===== src/rtl/gpio_irq_pkg.sv =====
`timescale 1ns/1ps
package gpio_irq_pkg;

  localparam int CODE_W   = 4;
  localparam int CODE_LSB = 16;

  typedef enum logic [CODE_W-1:0] {
    TRIG_OFF  = 4'h0,
    TRIG_LOW  = 4'h8,
    TRIG_RISE = 4'h9,
    TRIG_FALL = 4'hA,
    TRIG_BOTH = 4'hB,
    TRIG_HIGH = 4'hC
  } trig_e;

  // True for the codes that select a detection condition.
  function automatic logic trig_supported(input logic [CODE_W-1:0] code);
    case (code)
      TRIG_LOW, TRIG_RISE, TRIG_FALL, TRIG_BOTH, TRIG_HIGH: return 1'b1;
      default: return 1'b0;
    endcase
  endfunction

  // Condition met this cycle, given the current and previous synchronized level.
  function automatic logic trig_hit(input logic [CODE_W-1:0] code,
                                    input logic cur, input logic prev);
    case (code)
      TRIG_LOW:  return ~cur;
      TRIG_HIGH: return cur;
      TRIG_RISE: return cur & ~prev;
      TRIG_FALL: return ~cur & prev;
      TRIG_BOTH: return cur ^ prev;
      default:   return 1'b0;
    endcase
  endfunction

endpackage


===== src/rtl/gpio_pin_sync.sv =====
`timescale 1ns/1ps
module gpio_pin_sync #(
  parameter int W      = 32,
  parameter int STAGES = 2
) (
  input  logic         clk,
  input  logic         rst_n,
  input  logic [W-1:0] d_i,
  output logic [W-1:0] q_o
);

  logic [W-1:0] chain_q [STAGES];

  always_ff @(posedge clk or negedge rst_n) begin
    if (!rst_n) begin
      for (int k = 0; k < STAGES; k++) chain_q[k] <= '0;
    end else begin
      chain_q[0] <= d_i;
      for (int k = 1; k < STAGES; k++) chain_q[k] <= chain_q[k-1];
    end
  end

  assign q_o = chain_q[STAGES-1];

endmodule


===== src/rtl/gpio_trig_detect.sv =====
`timescale 1ns/1ps
module gpio_trig_detect
  import gpio_irq_pkg::*;
#(
  parameter int NPINS = 32
) (
  input  logic                    clk,
  input  logic                    rst_n,
  input  logic [NPINS-1:0]        cur_i,
  input  logic [NPINS*CODE_W-1:0] cfg_flat_i,
  output logic [NPINS-1:0]        evt_o
);

  logic [NPINS-1:0] prev_q;

  // One-cycle history of the synchronized levels for edge comparison.
  always_ff @(posedge clk or negedge rst_n) begin
    if (!rst_n) prev_q <= '0;
    else        prev_q <= cur_i;
  end

  for (genvar i = 0; i < NPINS; i++) begin : g_pin
    assign evt_o[i] = trig_hit(cfg_flat_i[i*CODE_W +: CODE_W], cur_i[i], prev_q[i]);
  end

endmodule


===== src/rtl/gpio_cfg_bank.sv =====
`timescale 1ns/1ps
module gpio_cfg_bank
  import gpio_irq_pkg::*;
#(
  parameter int NPINS  = 32,
  parameter int ADDR_W = 8
) (
  input  logic                    clk,
  input  logic                    rst_n,
  input  logic                    wr_i,
  input  logic [ADDR_W-1:0]       addr_i,
  input  logic [CODE_W-1:0]       code_i,
  output logic [NPINS*CODE_W-1:0] cfg_flat_o,
  output logic                    rd_hit_o,
  output logic [CODE_W-1:0]       rd_code_o
);

  localparam int IDX_W = ADDR_W - 2;

  logic              aligned;
  logic [IDX_W-1:0]  idx;
  logic [CODE_W-1:0] code_q [NPINS];

  assign aligned = (addr_i[1:0] == 2'b00);
  assign idx     = addr_i[ADDR_W-1:2];

  for (genvar i = 0; i < NPINS; i++) begin : g_word
    always_ff @(posedge clk or negedge rst_n) begin
      if (!rst_n)
        code_q[i] <= '0;
      else if (wr_i && aligned && (idx == IDX_W'(i)))
        code_q[i] <= code_i;
    end
    assign cfg_flat_o[i*CODE_W +: CODE_W] = code_q[i];
  end

  always_comb begin
    rd_hit_o  = 1'b0;
    rd_code_o = '0;
    for (int i = 0; i < NPINS; i++) begin
      if (aligned && (idx == IDX_W'(i))) begin
        rd_hit_o  = 1'b1;
        rd_code_o = code_q[i];
      end
    end
  end

endmodule


===== src/rtl/gpio_irq_detect.sv =====
`timescale 1ns/1ps
module gpio_irq_detect
  import gpio_irq_pkg::*;
#(
  parameter int               NPINS       = 32,
  parameter int               SYNC_STAGES = 2,
  parameter int               ADDR_W      = 8,
  parameter int               DATA_W      = 32,
  parameter logic [ADDR_W-1:0] STAT_OFS   = 8'hA0
) (
  input  logic              clk,
  input  logic              rst_n,
  input  logic [NPINS-1:0]  pin_i,
  input  logic              bus_wr_i,
  input  logic [ADDR_W-1:0] bus_addr_i,
  input  logic [DATA_W-1:0] bus_wdata_i,
  output logic [DATA_W-1:0] bus_rdata_o,
  output logic              irq_o
);

  logic [NPINS-1:0]        pin_s;
  logic [NPINS-1:0]        evt;
  logic [NPINS*CODE_W-1:0] cfg_flat;
  logic                    cfg_hit;
  logic [CODE_W-1:0]       cfg_code;
  logic [NPINS-1:0]        status_q;
  logic                    addr_is_stat;
  logic [NPINS-1:0]        clr_mask;

  gpio_pin_sync #(.W(NPINS), .STAGES(SYNC_STAGES)) u_sync (
    .clk(clk), .rst_n(rst_n), .d_i(pin_i), .q_o(pin_s)
  );

  gpio_trig_detect #(.NPINS(NPINS)) u_det (
    .clk(clk), .rst_n(rst_n), .cur_i(pin_s), .cfg_flat_i(cfg_flat), .evt_o(evt)
  );

  gpio_cfg_bank #(.NPINS(NPINS), .ADDR_W(ADDR_W)) u_cfg (
    .clk(clk), .rst_n(rst_n), .wr_i(bus_wr_i), .addr_i(bus_addr_i),
    .code_i(bus_wdata_i[CODE_LSB +: CODE_W]), .cfg_flat_o(cfg_flat),
    .rd_hit_o(cfg_hit), .rd_code_o(cfg_code)
  );

  assign addr_is_stat = (bus_addr_i == STAT_OFS);
  assign clr_mask     = (bus_wr_i && addr_is_stat) ? bus_wdata_i[NPINS-1:0] : '0;

  // Detection is applied after the clear so that a same-cycle event wins.
  always_ff @(posedge clk or negedge rst_n) begin
    if (!rst_n) status_q <= '0;
    else        status_q <= (status_q & ~clr_mask) | evt;
  end

  assign irq_o = |status_q;

  always_comb begin
    bus_rdata_o = '0;
    if (addr_is_stat)
      bus_rdata_o = DATA_W'(status_q);
    else if (cfg_hit)
      bus_rdata_o[CODE_LSB +: CODE_W] = cfg_code;
  end

endmodule


===== config.mk =====
export PLATFORM = sky130hd
export DESIGN_NAME = gpio_irq_detect
export DESIGN_NICKNAME = d
export VERILOG_FILES = /design/src/rtl/gpio_irq_pkg.sv /design/src/rtl/gpio_pin_sync.sv /design/src/rtl/gpio_trig_detect.sv /design/src/rtl/gpio_cfg_bank.sv /design/src/rtl/gpio_irq_detect.sv
export SDC_FILE = /design/constraint.sdc
export NUM_CORES = 1
export LEC_CHECK = 0
export BUFFER_PORTS_ARGS = -buffer_cell sky130_fd_sc_hd__clkbuf_2
export CORE_ASPECT_RATIO = 0.8
export CORE_MARGIN = 2
export CORE_UTILIZATION = 25
export DETAILED_ROUTE_END_ITERATION = 10
export GPL_TIMING_DRIVEN = 0
export PLACE_DENSITY = 0.45
export SLEW_MARGIN = 20
export SYNTH_ARGS = -nofsm -noshare
export SYNTH_HDL_FRONTEND = slang
export SYNTH_SLANG_ARGS = --single-unit

===== constraint.sdc =====
create_clock -name clk -period 3.3 [get_ports clk]
set_clock_uncertainty 0.2 [all_clocks]
set_input_delay 0.165 -clock clk [delete_from_list [all_inputs] [get_ports clk]]
set_output_delay 0.165 -clock clk [all_outputs]
set_load 0.005 [all_outputs]

==> impl_metrics.toml <==
[status]
outcome = "completed"

[critical_path]
slowest_stage = "clkbuf_1"
cp_num_buf_inv = 6
slowest_delay_ns = 0.52
reg2reg_depth = 4
path_cells = "clkbuf_2 -> buf_2 -> buf_2 -> buf_2 -> clkbuf_1 -> a22oi_1 -> o211ai_1 -> a41oi_1 -> clkbuf_2"
worstSetupPathType = "primary input to primary output"
worst_r2r_endpoint = "status_q[15]$_DFF_PN0_"
cp-start-kind = "primary input"
crit_arrival_ns = 2.90
cp.depth = 9
crit_family = "buffers and inverters"
path_max_fanout = 10
required_ns = 2.93
rrSetupSlack_ns = 1.68
crit_path_frequent_cell = "buf_2"
r2r-start = "u_sync.q_o[15]$_DFF_PN0_"
cp-end-kind = "primary output"

[place]
dpl_cell_area_mm2 = 0.0145
port_buffers = 106
place.gp.congestion = 0.875
post-dp-hpwl_um = 32600

[hold_path]
min-delay-start = "pin_i[9]"
min_path_type = "primary input to register"
hold_depth = 2
whs_endpoint = "u_sync.chain_q[41]$_DFF_PN0_"

[floorplan]
ios = 108
core_mm2 = 0.0513
chipHeight_um = 208
die_w_um = 259
rows = 74
dieArea_mm2 = 0.0540
initial_utilization = 0.254

[detailed_routing]
first_pass_iters = 5
drc = 0
wl_per_cell_um = 21.4
vias_per_cell = 4.78
drt_iter0_drc = 638
routed_wl_um = 44800
vias = 10000
ant_nets = 0

[sta]
min_period_over_period = 0.989
finalSetupTns_ns = 0
period_needed_ns = 3.26
max_slew_margin = 0.195
slew_viol_final = 0
final-setup-viol-count = 0
fmax_mhz = 306
rsz0062_at_grt = "yes"
final-hold-violation-count = 0
worstMarginPinSlew_ns = 1.20

[power]
peakVddDrop_mv = 0.357
power_mw = 8.08
power.density_mw_per_mm2 = 497
p_leak_nw = 7.52

[yosys]
postSynthAreaPerCell_um2 = 11.1
ys.flop_type = "dfrtp_1"
ys_ff_latch = 256
syn_nets = 1314
synth-seq-area-share = 0.491
synth-edff-count = 0
ys_warn_count = 0
synth_top_area_frac = 0.491
syn_inst = 1175
yosysTopAreaCell = "dfrtp_1"
synth.area.top_cells = "dfrtp_1 (49%), mux2_2 (11%), ha_1 (6.1%), mux2i_1 (3.7%), inv_1 (3.7%)"
syn_area_mm2 = 0.0130
yosysUniqueCellTypes = 67
synthArstFlopShare = 1.00

[clocking]
cts.sinks = 256
numCtsBuffers = 30
clk_path_buf_depth = 3
cts_max_level = 1
clockRootBuffer = "clkbuf_16"
cts_tree = "yes"
cts_setup_buffers = 0
clock_latency_ns = 0.58
clk_pin_slew_ns = 0.06

[global_routing]
grt_max_degree = 84
grt_pass1_wl_um = 66300
track_usage = 0.164
grt_overflow = 0
first_global_vias = 10000
antenna_found_initial = 5

[finish]
final_cell_area_mm2 = 0.0163
drive_gt1_frac = 0.237
layout.nets = 1524
num-fill-cells = 5294
area_delta_synth_final_pct = 24.7

[job]
maxCapViolCount = 0
[worst register-to-register path, cell delays in order (launching register included)]
cell	delay, ns
dfrtp_1	0.43
inv_1	0.07
ha_1	0.21
a311o_1	0.35
a32o_1	0.26
[metrics by stage]
| step | util | worst slack (ns) | std cells | hold WS, ns |
|---|---|---|---|---|
| finish | 0.317 | 0.0353 | 2096 | 0.0289 |
| global route | 0.317 | -0.0329 | 2093 | 0.0195 |
| CTS | 0.316 | 0.00994 | 2093 | 0.00214 |
| detailed placement | 0.283 | -0.201 | 1968 | -0.114 |
| global placement | 0.281 | -4.02 | 1965 | 0.0737 |
| floorplan | - | 1.16 | 1175 | -0.331 |
[layout make-up]
type | instances | area (um^2) | share of cell area
Timing Repair Buffer | 178 | 1320 | 0.0813
Inverter | 129 | 489 | 0.0301
Clock inverter | 8 | 42.5 | 0.00262
Buffer | 44 | 201 | 0.0124
Antenna cell | 3 | 7.51 | 0.000462
Sequential cell | 256 | 6410 | 0.394
Multi-Input combinational cell | 746 | 5990 | 0.368
Tap cell | 684 | 856 | 0.0526
Clock buffer | 48 | 950 | 0.0584
[logic make-up (layout without fill, tap and decap cells)]
logic type / count (synthesis) / count (layout) / share of synthesized area
AOI/OAI and AO/OA: 217 / 217 / 0.125
buffers and inverters: 173 / 407 / 0.0520
and+or+nand+nor: 256 / 256 / 0.0951
muxes: 178 / 178 / 0.155
DFF: 256 / 256 / 0.491
adders and majority gates: 64 / 64 / 0.0614
xor gates and xnor gates: 31 / 31 / 0.0208
other: 0 / 3 / 0
[worst max-delay path by stage]
stage                       start                           endpoint  slack (ns)
global placement            rst_n       u_sync.chain_q[44]$_DFF_PN0_       -4.02
CTS                 bus_addr_i[3]                    bus_rdata_o[17]        0.01
floorplan           bus_addr_i[2]                    bus_rdata_o[16]        1.16
global route        bus_addr_i[3]                    bus_rdata_o[17]       -0.03
finish              bus_addr_i[3]                    bus_rdata_o[19]        0.04
detailed placement  bus_addr_i[3]  u_cfg.cfg_flat_o[123]$_DFFE_PN0P_       -0.20
[synth_stat cells, drive strengths merged (2+ instances only)]
cell type	number
nand3b	3
a311o	29
a211o	4
nand2b	5
a22oi	4
a221o	4
a311oi	2
o211a	2
nand2	85
nor2	69
or4b	2
clkinv	2
and2	33
xor2	31
and3	2
nand3	19
o2111ai	3
dfrtp	256
o2bb2ai	3
inv	127
o221ai	4
nor2b	2
a21o	2
o32ai	6
or2	4
mux2i	48
ha	64
a211oi	4
mux4	7
o21ai	71
nor3	11
mux2	123
nand4	2
or3b	2
nor4	13
a21oi	18
buf	21
o22ai	8
clkbuf	23
o211ai	4
a22o	3
o21a	2
a32o	33
[flip-flops by register name, summed over array words and instances (netlist names)]
| register | count |
|---|---|
| u_det.prev_q | 32 |
| u_sync.q_o | 32 |
| u_cfg.cfg_flat_o | 128 |
| status_q | 32 |
| u_sync.chain_q | 32 |
[per-layer routing]
layer	wire length [um]	GRT usage
met5	24	0
met2	19600	0.245
met3	2720	0.0378
met1	21400	0.238
met4	1060	0.0384
[timing repair]
action                                  CTS  global route
gates resized for setup                   5             9
hold endpoints to repair                170             0
endpoints found under the setup margin    4             4
gates cloned                              0             0
hold buffers                             69             0
[power breakdown]
group	switching, mW	total (mW)	internal, mW
combinational	0.470	0.927	0.457
clock	1.40	3.35	1.95
sequential	0.367	3.80	3.43
[cells in the final DEF, fill, tap and decap left out, types with 19 or more instances in the layout]
cell	count
nand3_1	19
o21ai_0	71
dlygate4sd3_1	68
clkbuf_16	31
clkbuf_1	26
xor2_1	31
nor2_1	60
dfrtp_1	256
clkbuf_2	108
mux2_2	123
and2_1	33
ha_1	64
mux2i_1	48
a311o_1	29
a32o_1	33
nand2_1	85
inv_1	127
Power figures use the tool's default switching activity.
